File: src/rtl/ppp_pkg.sv
// Shared constants, address map and status packing for the parallel port.
// Assumes an 8-bit bus and a 4-bit pulse-width field in the control byte.
package ppp_pkg;
    localparam int DW   = 8;
    localparam int PW_W = 4;
    localparam int AW   = 4;

    localparam logic [AW-1:0] ADDR_CTRL  = 4'h8;
    localparam logic [AW-1:0] ADDR_STAT  = 4'h9;
    localparam logic [AW-1:0] ADDR_INBUF = 4'hA;

    // Control byte bit positions.
    localparam int CB_IN_ACT  = 0;
    localparam int CB_OUT_ACT = 1;
    localparam int CB_PW_LO   = 4;

    // Build the status byte: full, empty, input mode, output mode.
    function automatic logic [DW-1:0] pack_status(input logic ibf, input logic obe,
                                                  input logic in_act, input logic out_act);
        logic [DW-1:0] s;
        s    = '0;
        s[0] = ibf;
        s[1] = obe;
        s[2] = in_act;
        s[3] = out_act;
        return s;
    endfunction
endpackage

File: src/rtl/ppp_sync.sv
// Two-flop synchronizer for a vector of asynchronous pad inputs.
// Assumes each bit is quasi-static compared with the clock; no bus coherency.
module ppp_sync #(
    parameter int           W       = 1,
    parameter logic [W-1:0] RST_VAL = '0
) (
    input  logic         clk,
    input  logic         rst_n,
    input  logic [W-1:0] d,
    output logic [W-1:0] q
);
    logic [W-1:0] meta;

    // Two-stage resampling into the clock domain.
    always_ff @(posedge clk) begin
        if (!rst_n) begin
            meta <= RST_VAL;
            q    <= RST_VAL;
        end else begin
            meta <= d;
            q    <= meta;
        end
    end
endmodule

File: src/rtl/ppp_pulse.sv
// Active-low strobe pulse timer: start begins a pulse of max(width,1) clocks.
// Assumes start is raised only while idle; done marks the last low cycle.
module ppp_pulse #(
    parameter int CW = 4
) (
    input  logic          clk,
    input  logic          rst_n,
    input  logic          start,
    input  logic [CW-1:0] width,
    output logic          busy,
    output logic          done
);
    logic [CW-1:0] cnt;

    // Load the remaining low cycles on start, count down while busy.
    always_ff @(posedge clk) begin
        if (!rst_n) begin
            busy <= 1'b0;
            cnt  <= '0;
        end else if (start && !busy) begin
            busy <= 1'b1;
            cnt  <= (width == '0) ? '0 : width - 1'b1;
        end else if (busy) begin
            if (cnt == '0) busy <= 1'b0;
            else           cnt  <= cnt - 1'b1;
        end
    end

    assign done = busy && (cnt == '0);

    // the owner never requests a pulse while one is running.
    p_start_idle_r11: assert property (@(posedge clk) disable iff (!rst_n)
        start |-> !busy);
    // the last low cycle is followed by the strobe going high.
    p_done_ends_r3: assert property (@(posedge clk) disable iff (!rst_n)
        (done && !start) |=> !busy);
endmodule

File: src/rtl/ppp_flag.sv
// Passive-mode handshake flag: sets one clock after a qualified rising edge of
// a synchronized strobe. Assumes strobe_s and cs_n_s come from ppp_sync.
module ppp_flag (
    input  logic clk,
    input  logic rst_n,
    input  logic strobe_s,
    input  logic cs_n_s,
    input  logic passive,
    input  logic clear,
    output logic rise,
    output logic flag
);
    logic strobe_q;
    logic cs_n_q;

    // Delay stage for edge detection, chip select kept aligned with it.
    always_ff @(posedge clk) begin
        if (!rst_n) begin
            strobe_q <= 1'b1;
            cs_n_q   <= 1'b1;
        end else begin
            strobe_q <= strobe_s;
            cs_n_q   <= cs_n_s;
        end
    end

    assign rise = passive && strobe_s && !strobe_q && !cs_n_q;

    // Flag update: active mode clears, edge sets, core access clears.
    always_ff @(posedge clk) begin
        if (!rst_n)       flag <= 1'b0;
        else if (!passive) flag <= 1'b0;
        else if (rise)    flag <= 1'b1;
        else if (clear)   flag <= 1'b0;
    end

    // R7 (and R9 for the output instance): a set always follows an edge.
    p_flag_set_edge_r7: assert property (@(posedge clk) disable iff (!rst_n)
        $rose(flag) |-> $past(rise));
    // an active side never holds the flag.
    p_flag_active_clear_r8: assert property (@(posedge clk) disable iff (!rst_n)
        !passive |=> !flag);
endmodule

File: src/rtl/ppp_port.sv
// Dual-mode parallel peripheral port top. The core accesses channel, control,
// status and input-buffer addresses; the pads see split in/out/enable triples.
// Assumes single-cycle cpu_wr/cpu_rd requests and pads resolved outside.
module ppp_port
    import ppp_pkg::*;
(
    input  logic          clk,
    input  logic          rst_n,
    input  logic          cpu_wr,
    input  logic          cpu_rd,
    input  logic [AW-1:0] cpu_addr,
    input  logic [DW-1:0] cpu_wdata,
    output logic [DW-1:0] cpu_rdata,
    input  logic [DW-1:0] pb_in,
    output logic [DW-1:0] pb_out,
    output logic          pb_oe,
    input  logic [2:1]    chsel_in,
    output logic [2:0]    chsel_out,
    output logic [2:0]    chsel_oe,
    input  logic          istb_in,
    output logic          istb_out,
    output logic          istb_oe,
    input  logic          ostb_in,
    output logic          ostb_out,
    output logic          ostb_oe
);
    localparam int SW = DW + 3;
    localparam logic [SW-1:0] SYNC_RST = {3'b111, {DW{1'b0}}};

    logic [DW-1:0] ctrl_q;
    logic [DW-1:0] out_reg;
    logic [DW-1:0] in_reg;
    logic [DW-1:0] pb_s;
    logic [DW-1:0] pb_q;
    logic [DW-1:0] status;
    logic [2:0]    chan_q;
    logic          istb_s, ostb_s, cs_n_s;
    logic          in_act, out_act;
    logic          in_busy, in_done, out_busy, out_done;
    logic          ibf, obe, ibf_rise, obe_rise;
    logic          is_chan, wr_chan, rd_chan;
    logic          any_busy, out_start, in_start, wr_take;
    logic          ibf_clr;

    assign in_act  = ctrl_q[CB_IN_ACT];
    assign out_act = ctrl_q[CB_OUT_ACT];
    assign status  = pack_status(ibf, obe, in_act, out_act);

    // Core request decode.
    assign is_chan   = !cpu_addr[AW-1];
    assign wr_chan   = cpu_wr && is_chan;
    assign rd_chan   = cpu_rd && is_chan;
    assign any_busy  = in_busy || out_busy;
    assign out_start = wr_chan && out_act && !any_busy;
    assign in_start  = rd_chan && in_act && !any_busy;
    assign wr_take   = wr_chan && !any_busy;
    assign ibf_clr   = cpu_rd && !in_act && (is_chan || cpu_addr == ADDR_INBUF);

    ppp_sync #(.W(SW), .RST_VAL(SYNC_RST)) u_sync (
        .clk   (clk),
        .rst_n (rst_n),
        .d     ({istb_in, ostb_in, chsel_in[2], pb_in}),
        .q     ({istb_s, ostb_s, cs_n_s, pb_s})
    );

    ppp_pulse #(.CW(PW_W)) u_in_pulse (
        .clk   (clk),
        .rst_n (rst_n),
        .start (in_start),
        .width (ctrl_q[CB_PW_LO +: PW_W]),
        .busy  (in_busy),
        .done  (in_done)
    );

    ppp_pulse #(.CW(PW_W)) u_out_pulse (
        .clk   (clk),
        .rst_n (rst_n),
        .start (out_start),
        .width (ctrl_q[CB_PW_LO +: PW_W]),
        .busy  (out_busy),
        .done  (out_done)
    );

    ppp_flag u_ibf (
        .clk      (clk),
        .rst_n    (rst_n),
        .strobe_s (istb_s),
        .cs_n_s   (cs_n_s),
        .passive  (!in_act),
        .clear    (ibf_clr),
        .rise     (ibf_rise),
        .flag     (ibf)
    );

    ppp_flag u_obe (
        .clk      (clk),
        .rst_n    (rst_n),
        .strobe_s (ostb_s),
        .cs_n_s   (cs_n_s),
        .passive  (!out_act),
        .clear    (wr_take),
        .rise     (obe_rise),
        .flag     (obe)
    );

    // Control register write.
    always_ff @(posedge clk) begin
        if (!rst_n)                             ctrl_q <= '0;
        else if (cpu_wr && cpu_addr == ADDR_CTRL) ctrl_q <= cpu_wdata;
    end

    // Output data and channel latch for accepted channel accesses.
    always_ff @(posedge clk) begin
        if (!rst_n) begin
            out_reg <= '0;
            chan_q  <= '0;
        end else begin
            if (wr_take)              out_reg <= cpu_wdata;
            if (out_start || in_start) chan_q <= cpu_addr[2:0];
        end
    end

    // Input capture: synchronized pipeline in passive, raw pads at pulse end in active.
    always_ff @(posedge clk) begin
        if (!rst_n) begin
            pb_q   <= '0;
            in_reg <= '0;
        end else begin
            pb_q <= pb_s;
            if (ibf_rise)     in_reg <= pb_q;
            else if (in_done) in_reg <= pb_in;
        end
    end

    // Registered core read mux.
    always_ff @(posedge clk) begin
        if (!rst_n) begin
            cpu_rdata <= '0;
        end else if (cpu_rd) begin
            if (is_chan || cpu_addr == ADDR_INBUF) cpu_rdata <= in_reg;
            else if (cpu_addr == ADDR_CTRL)        cpu_rdata <= ctrl_q;
            else if (cpu_addr == ADDR_STAT)        cpu_rdata <= status;
            else                                   cpu_rdata <= '0;
        end
    end

    // Pad drive: strobes, bus and mode-dependent select pins.
    always_comb begin
        istb_oe   = in_act;
        istb_out  = !in_busy;
        ostb_oe   = out_act;
        ostb_out  = !out_busy;
        pb_oe     = out_act ? out_busy : (!ostb_in && !chsel_in[2]);
        pb_out    = (!out_act && chsel_in[1]) ? status : out_reg;
        chsel_oe  = {in_act && out_act, out_act, 1'b1};
        chsel_out = {chan_q[2:1], (!in_act && !out_act) ? (ibf || obe) : chan_q[0]};
    end

    // the bus is only driven while the owning output strobe is low.
    p_bus_needs_strobe_r2: assert property (@(posedge clk) disable iff (!rst_n)
        pb_oe |-> !(ostb_oe ? ostb_out : ostb_in));
    // select bit 2 is never driven unless bit 1 is.
    p_sel_dir_r5: assert property (@(posedge clk) disable iff (!rst_n)
        chsel_oe[2] |-> chsel_oe[1]);
    // the two strobe pulses never overlap.
    p_one_pulse_r11: assert property (@(posedge clk) disable iff (!rst_n)
        !(in_busy && out_busy));
    // an accepted write is followed by a low output strobe.
    p_write_pulses_r3: assert property (@(posedge clk) disable iff (!rst_n)
        out_start |=> (ostb_oe && !ostb_out));
    // an output pulse end has no effect on the passive-only flag.
    p_obe_active_r9: assert property (@(posedge clk) disable iff (!rst_n)
        out_done |-> !obe_rise);
endmodule

File: config.mk
export PLATFORM = sky130hd
export DESIGN_NAME = ppp_port
export DESIGN_NICKNAME = d
export VERILOG_FILES = /design/src/rtl/ppp_pkg.sv /design/src/rtl/ppp_sync.sv /design/src/rtl/ppp_pulse.sv /design/src/rtl/ppp_flag.sv /design/src/rtl/ppp_port.sv
export SDC_FILE = /design/constraint.sdc
export NUM_CORES = 1
export LEC_CHECK = 0
export BUFFER_PORTS_ARGS = -buffer_cell sky130_fd_sc_hd__buf_2
export CORE_MARGIN = 1
export CORE_UTILIZATION = 50
export CTS_CLUSTER_SIZE = 10
export DETAILED_ROUTE_END_ITERATION = 10
export PLACE_DENSITY = 0.79
export REMOVE_ABC_BUFFERS = 1
export SETUP_SLACK_MARGIN = 0.15
export SKIP_CTS_REPAIR_TIMING = 1
export SLEW_MARGIN = 30
export SYNTH_ARGS = -nofsm -noshare
export SYNTH_HDL_FRONTEND = slang
export SYNTH_HIERARCHICAL = 1
export SYNTH_SLANG_ARGS = --single-unit
File: constraint.sdc
create_clock -name clk -period 1.75 [get_ports clk]
set_clock_uncertainty 0.1 [all_clocks]
set_input_delay 0.0875 -clock clk [delete_from_list [all_inputs] [get_ports clk]]
set_output_delay 0.0875 -clock clk [all_outputs]
set_load 0.005 [all_outputs]
[Word-level counts from Yosys, hierarchy flattened]
Index checks and enable logic that the tools add are counted.
Word-level totals
  register bits: 80
  input bits: 28
Cells by class
  add/subtract/negate cells: 3
  eq/ne operators: 5
  multiplexer cells: 25
  bitwise gates (word level): 1
  reductions and logical operators: 50
Operators by type and width (number)
  2-to-1 mux 8 bit: 5
  2-to-1 mux 4 bit: 8
  logical AND 1 bit: 23
  equality test 4 bit (second input constant): 3
  zero test 4 bit: 3
  2-to-1 mux 1 bit: 12
  subtractor 4 x 1 -> 4 bit (second input constant): 3
  zero test 1 bit: 11
  nonzero test 2 bit: 5
  logical OR 1 bit: 4
  != test 2 x 1 -> 1 bit (second input constant): 2
  AND reduction 2 bit: 2
  OR reduction 2 bit: 2
  inverter 1 bit: 1

[Depth between registers and ports, before layout]
Gate-level depths: netlist of run 1.
  depth in word-level cells: 7
  gate-level depth with buffers: 7
  mapped depth without buffers: 7

[Hierarchy]
The synthesis of run 1 kept the hierarchy.
By module, submodules not included
  ppp_port: instances 1, cells an instance 222, area an instance 1949.4 um^2, sequential area each 860.8 um^2
  ppp_pulse: instances 2, cells an instance 43, area an instance 339.1 um^2, sequential area each 100.1 um^2
  ppp_sync: instances 1, cells an instance 46, area an instance 593.1 um^2, sequential area each 440.4 um^2
  ppp_flag: instances 2, cells an instance 10, area an instance 122.6 um^2, sequential area each 60.1 um^2

[Least setup slack after synthesis of run 1]
No wires, ideal clock.
  path type: register to register
  from: register u_out_pulse.busy
  to: register u_out_pulse.cnt[0]
  setup time: 0.074 ns
  arrival time: 1.517 ns
  data required time: 1.576 ns
  path slack: 0.059 ns
  stages on the path, launching flop included: 7
  path buffers: 0
  period minus slack after synthesis: 1.691 ns
  path through: dfxtp_1 -> nor3_4 -> nand2_4 -> nor2_1 -> nand2b_4 -> or3_1 -> a31oi_1
On the way
  word-level cells in the longest chain between the ends: 6
  elaborated cells on any way between the ends: 9
RTL lines
  start: declaration: line ppp_pulse.sv:10  | output logic busy,
  start signal: assignment: line ppp_pulse.sv:18  | busy <= 1'b0;
  start signal: assignment: line ppp_pulse.sv:21  | busy <= 1'b1;
  start signal: assignment: line ppp_pulse.sv:24  | if (cnt == '0) busy <= 1'b0;
  logical OR 1 bit *: line ppp_port.sv:53  | assign any_busy = in_busy || out_busy;
  zero test 1 bit *: line ppp_port.sv:54  | assign out_start = wr_chan && out_act && !any_busy;
  logical AND 1 bit *: line ppp_port.sv:54
  via out_start: line ppp_port.sv:42  | logic any_busy, out_start, in_start, wr_take;
  logical AND 1 bit *: line ppp_pulse.sv:20  | end else if (start && !busy) begin
  != test 2 x 1 -> 1 bit (no source line) or nonzero test 2 bit (tied branches)
  AND reduction 2 bit (no source line)
  end signal: assignment: line ppp_pulse.sv:22  | cnt <= (width == '0) ? '0 : width - 1'b1;
  end signal: assignment: line ppp_pulse.sv:25  | else cnt <= cnt - 1'b1;
  end: declaration: line ppp_pulse.sv:13  | logic [CW-1:0] cnt;
The timed path passes the listed nets; every way through them passes the cells marked *.
A chain may end at the register's enable or synchronous reset.

[Worst setup path in the final report of run 1]
  from: register u_in_pulse.cnt[0]
  to: register in_reg[3]
On the way
  word-level cells in the longest chain between the ends: 3
RTL lines
  start: declaration: line ppp_pulse.sv:13
  start signal: assignment: line ppp_pulse.sv:22
  start signal: assignment: line ppp_pulse.sv:25
  zero test 4 bit: line ppp_pulse.sv:29  | assign done = busy && (cnt == '0);
  logical AND 1 bit: line ppp_pulse.sv:29
  nonzero test 2 bit (no source line)
  end signal: assignment: line ppp_port.sv:130  | if (ibf_rise) in_reg <= pb_q;
  end signal: assignment: line ppp_port.sv:131  | else if (in_done) in_reg <= pb_in;
  end: declaration: line ppp_port.sv:32  | logic [DW-1:0] in_reg;
No other way between the ends.

==> results of run 1 <==
worst max-delay path by stage:
stage	from	endpoint	slack [ps]
floorplan	u_out_pulse/busy$_SDFF_PN0_	u_out_pulse/cnt[0]$_SDFFE_PN0P_	60
global route	u_in_pulse/cnt[0]$_SDFFE_PN0P_	in_reg[3]$_SDFFE_PN0P_	40
detailed placement	u_in_pulse/cnt[1]$_SDFFE_PN0P_	in_reg[7]$_SDFFE_PN0P_	10
CTS	ctrl_q[1]$_SDFFE_PN0P_	pb_out[1]	-140
finish	u_in_pulse/cnt[0]$_SDFFE_PN0P_	in_reg[3]$_SDFFE_PN0P_	120
global placement	u_in_pulse/cnt[0]$_SDFFE_PN0P_	in_reg[5]$_SDFFE_PN0P_	100
metal layers:
metal	up-vias	GRT usage
met5	-	0
met4	0	0.0555
met3	15	0.0681
met2	79	0.372
met1	1416	0.264
li1	1467	-
metrics by stage:
| step | std cells | hold slack (ps) | util | setup WS [ps] |
|---|---|---|---|---|
| global placement | 499 | 171 | 0.587 | 98.2 |
| finish | 549 | 9.80 | 0.684 | 119 |
| CTS | 515 | -204 | 0.617 | -145 |
| detailed placement | 499 | 174 | 0.587 | 13.5 |
| floorplan | 358 | 60.5 | - | 58.7 |
| global route | 549 | 15.2 | 0.684 | 41.3 |
power groups by stage:
stage | sequential (W) | combinational (W) | clock, W
3_3_place_gp | 0.00195 | 0.000222 | 0
2_1_floorplan | 0.00195 | 0.000107 | 0
5_1_grt | 0.00192 | 0.000314 | 0.00147
4_1_cts | 0.00191 | 0.000229 | 0.00139
3_5_place_dp | 0.00195 | 0.000228 | 0
6_report | 0.00191 | 0.000291 | 0.00136
worst max-delay path, cell delays in order (launching register included):
cell,delay (ps)
dfxtp_1,320
inv_2,90
ha_4,150
and4bb_2,340
mux2i_1,220
o21ai_0,120
and2_1,180
cell type report:
class | instances | area share
Timing Repair Buffer | 96 | 0.152
Clock inverter | 6 | 0.0148
Timing Repair inverter | 1 | 0.00168
Multi-Input combinational cell | 262 | 0.401
Clock buffer | 10 | 0.0286
Sequential cell | 81 | 0.365
Tap cell | 77 | 0.0216
Inverter | 16 | 0.0160
==> flow_summary_export.csv, run 1 <==
group,metric,value,unit
detailed_routing,maxUsedRoutingLayer,"met4",
layout,drive_gt1_frac,0.275,
outcome,outcome,"complete, no violations",
hold_path,worstHoldStart,"cpu_rd",
detailed_routing,drt_pass1_iterations,5,
synth,syn_inst,373,
timing,finalHoldViolCount,0,
power,p_leak,1.86,nW
synth,ys.warnings.count,6,
global_route,grt_pass1_vias,2692,
global_route,grt_use_total,0.217,
layout,seq_area,1630,sq um
cts,numClockSinks,81,
layout,fin_nets,499,
floorplan,die_h,85.2,um
detailed_routing,wl_met3,391,um
detailed_routing,route.met2.wl,4530,um
power,swShare,0.241,
hold_path,whs_path_depth,3,
detailed_routing,vias,2977,
place,port_buffers,53,
critical_path,cp.arrival,1780,ps
layout,top_regs,"u_sync/meta (11), u_sync/q (11)",
layout,layout_commonest_cell,"dfxtp_1",
timing,setup_viol,0,
floorplan,start_util,0.530,
timing,drv_slew,0,
detailed_routing,drt_drc_violations_left,0,
place,post-dp-hpwl,5090,um
timing,fin_tns_setup,0,ps
floorplan,dieArea,7260,sq um
place,dpl_cell_area,3840,sq um
power,p_int,0.00271,W
floorplan,ios,55,
critical_path,reg2reg_to,"in_reg[3]$_SDFFE_PN0P_",
floorplan,die_x,85.2,um
layout,layout_common_cells,"76 x dfxtp_1, 51 x buf_2, 44 x nand2_1, 38 x and2_1, 23 x dlygate4sd3_1",
timing,fmax,613,MHz
critical_path,required,1900,ps
run,cap_violations,0,
power,clkPwrFrac,0.383,
layout,antennaDiodeCount,0,
layout,nFillCells,484,
critical_path,start_kind,"register",
detailed_routing,drt_iter0_markers,175,
cts,clk_latency,350,ps
detailed_routing,ant_nets,0,
cts,cts_htree_levels,3,
cts,numCtsBuffers,9,
critical_path,rr_startpoint,"u_in_pulse/cnt[0]$_SDFFE_PN0P_",
floorplan,rows,29,
floorplan,core_area,6530,sq um
hold_path,hp-class,"in -> reg",
critical_path,rrSetupSlack,120,ps
detailed_routing,wl_met1,3580,um
timing,min_period,1630,ps
power,powerDensity,798,nW/um^2
global_route,antenna_found_initial,0,
timing,rsz0062_at_grt,"true",
cts,clk_pin_slew,90,ps
global_route,grt_max_degree,53,
synth,synth_area_per_cell,9.28,sq um
cts,clk_path_buf_depth,2,
global_route,grt-ovfl-total,0,
detailed_routing,wirelength,8660,um
power,vdd.ir_drop.worst,543,uV
critical_path,crit_fanout,4,
place,gp_congestion,0.832,
critical_path,worstSetupPathType,"reg -> reg",
layout,multi_input_area,1790,sq um
synth,syn_area,3460,sq um
global_route,grt_pass1_wl,12300,um
hold_path,hold_path_end,"cpu_rdata[7]$_SDFFE_PN0P_",
power,seqPwrFrac,0.536,
detailed_routing,via_per_inst,5.42,
power,switching_power,0.000860,W
timing,period_share,0.932,
layout,fin_area,4470,sq um
critical_path,worst_r2r_path_depth,6,
detailed_routing,wire_per_inst,15.8,um
cts,tritoncts,"built",
layout,syn2layout_area_growth,29.0,%
power,p_total,0.00357,W
critical_path,critPathCaptureType,"register",
cts,cts_root_buf,"clkbuf_8",
power,combPwrFrac,0.082,
(Power assumes the default switching activity.)
==> run 2, diff against run 1 <==
--- a/config.mk
+++ b/config.mk
@@ -6,15 +6,17 @@
 export NUM_CORES = 1
 export LEC_CHECK = 0
 export BUFFER_PORTS_ARGS = -buffer_cell sky130_fd_sc_hd__buf_2
+export CELL_PAD_IN_SITES_DETAIL_PLACEMENT = 1
+export CELL_PAD_IN_SITES_GLOBAL_PLACEMENT = 2
 export CORE_MARGIN = 1
-export CORE_UTILIZATION = 50
+export CORE_UTILIZATION = 31
 export CTS_CLUSTER_SIZE = 10
 export DETAILED_ROUTE_END_ITERATION = 10
 export PLACE_DENSITY = 0.79
 export REMOVE_ABC_BUFFERS = 1
 export SETUP_SLACK_MARGIN = 0.15
 export SKIP_CTS_REPAIR_TIMING = 1
-export SLEW_MARGIN = 30
+export SLEW_MARGIN = 20
 export SYNTH_ARGS = -nofsm -noshare
 export SYNTH_HDL_FRONTEND = slang
 export SYNTH_HIERARCHICAL = 1
==> run 2 against run 1 <==
  * Design area increased by 3.9%
  * Die area increased by 60%
  * Power increased by 3.8%
  * Count of clock-buffer cells in the layout unchanged
  * Maximum frequency increased by 3.2%
  * Critical path depth increased by 1
  * Critical path type unchanged
  * Critical endpoint is now u_out_pulse/cnt[3]$_SDFFE_PN0P_
==> flow_summary_export.csv, run 2 (synthesis results as in run 1) <==
group,metric,value,unit
outcome,outcome,"complete, no violations",
critical_path,worst_r2r_path_depth,7,
layout,multi_input_area,1840,sq um
cts,cts_root_buf,"clkbuf_8",
critical_path,cp_slowest_cell,"dfxtp_4",
critical_path,cp_cell_sequence,"nor3_4, nand2_4, nor2_4, nor2b_4, o311a_2, a41oi_2, o22ai_2",
layout,nFillCells,1282,
detailed_routing,vias,2955,
critical_path,critical_path.top_delay_family,"simple AND/OR/NAND/NOR gates",
global_route,grt_use_total,0.160,
floorplan,core_area,10800,sq um
hold_path,hp-class,"in -> reg",
layout,antennaDiodeCount,0,
critical_path,worstSetupPathType,"reg -> reg",
place,dp_cells,565,
floorplan,die_x,108,um
timing,holdWs,51.6,ps
timing,rsz0062_at_grt,"true",
layout,fin_util,0.428,
detailed_routing,via_per_inst,4.78,
cts,clk_path_buf_depth,2,
critical_path,crit_start,"u_in_pulse/busy$_SDFF_PN0_",
critical_path,reg2reg_to,"u_out_pulse/cnt[3]$_SDFFE_PN0P_",
floorplan,ios,55,
power,vdd.ir_drop.worst,305,uV
power,p_total,0.00370,W
global_route,antenna_found_initial,0,
critical_path,crit_fanout,5,
run,cap_violations,0,
critical_path,start_kind,"register",
timing,fmax,633,MHz
critical_path,cp.arrival,1760,ps
detailed_routing,drt_pass1_iterations,4,
timing,maxSlewHeadroom,0.608,
layout,syn2layout_area_growth,34.1,%
layout,seq_area,1630,sq um
critical_path,crit_cells,7,
timing,drv_slew,0,
cts,cts_htree_levels,3,
power,powerDensity,797,nW/um^2
cts,numClockSinks,81,
floorplan,dieArea,11600,sq um
place,post-dp-hpwl,6220,um
detailed_routing,ant_nets,0,
timing,period_share,0.903,
layout,drive_gt1_frac,0.308,
timing,finalHoldViolCount,0,
floorplan,start_util,0.319,
critical_path,worst-path-buf-inv,0,
cts,numCtsBuffers,9,
timing,min_period,1580,ps
critical_path,max_stage_delay,370,ps
critical_path,rr_startpoint,"u_in_pulse/busy$_SDFF_PN0_",
cts,clk_pin_slew,80,ps
layout,layout_common_cells,"76 x dfxtp_1, 53 x buf_2, 42 x nand2_1, 38 x and2_1, 25 x buf_4",
timing,setup_viol,0,
place,gp_congestion,0.820,
power,p_leak,1.91,nW
global_route,grt_max_degree,37,
detailed_routing,drt_drc_violations_left,0,
global_route,grt_pass1_wl,14100,um
critical_path,crit_end,"u_out_pulse/cnt[3]$_SDFFE_PN0P_",
place,port_buffers,53,
detailed_routing,wire_per_inst,15.4,um
detailed_routing,wirelength,9510,um
critical_path,required,1930,ps
floorplan,rows,38,
detailed_routing,drt_iter0_markers,57,
critical_path,rrSetupSlack,170,ps
global_route,grt_pass1_vias,2815,
layout,layout_commonest_cell,"dfxtp_1",
floorplan,die_h,108,um
layout,fin_nets,506,
global_route,grt-ovfl-total,0,
critical_path,critPathCaptureType,"register",
layout,top_regs,"u_sync/meta (11), u_sync/q (11)",
cts,clk_latency,360,ps
layout,final_cells,618,
timing,worstMarginPinSlew,587,ps
cts,tritoncts,"built",
[run 2: cell types whose count changed in the layout (fill, tap and decap cells not counted), moves of 3 or more]
cell and delta:
buf_4 +8, nand2_2 +3, o21ai_0 -4, o21ai_1 +3
[run 2: power breakdown]
part | total (W) | internal [W] | switching (W)
sequential | 0.00191 | 0.00189 | 0.0000211
clock | 0.00149 | 0.000797 | 0.000697
combinational | 0.000298 | 0.000152 | 0.000146
total | 0.00370 | 0.00284 | 0.000864
[run 2: tightest hold or removal path: stages]
cell,delay [ps]
buf_2,150
o21ai_0,110
a22o_1,130
[run 2: layout make-up]
type                    instances  area share
clock buffers                  10      0.0275
clock inverters                 5      0.0175
inverters                      16      0.0164
multi-input cells             263       0.395
flip-flops and latches         81       0.351
well taps                     140      0.0377
repair buffers                103       0.154
[run 2: per-stage QoR]
stage	setup TNS, ps	cell area [sq um]	worst slack [ps]
final	0	4640	170
after global placement	0	3940	33.7
after global routing	0	4640	72.9
after CTS	-290	4150	-43.0
after floorplan	0	3380	58.7
after detailed placement	-62.8	3940	-34.6
[run 2: metal layers]
layer	global-route usage	up-vias	wire, um
met2	0.267	40	4830
met3	0.0291	17	228
met1	0.201	1424	4260
met5	0	-	0
met4	0.0675	0	189
li1	-	1474	-
[run 2: worst min path at each step]
| stage | startpoint | to | depth (start not counted) |
|---|---|---|---|
| final | cpu_addr[3] | cpu_rdata[1]$_SDFFE_PN0P_ | 3 |
| after global routing | cpu_addr[3] | cpu_rdata[1]$_SDFFE_PN0P_ | 3 |
| after CTS | istb_in | u_sync/meta[10]$_SDFF_PN1_ | 2 |
| after detailed placement | istb_in | u_sync/meta[10]$_SDFF_PN1_ | 2 |
| after global placement | istb_in | u_sync/meta[10]$_SDFF_PN1_ | 2 |
| after floorplan | rst_n | u_ibf/cs_n_q$_SDFF_PN1_ | 1 |
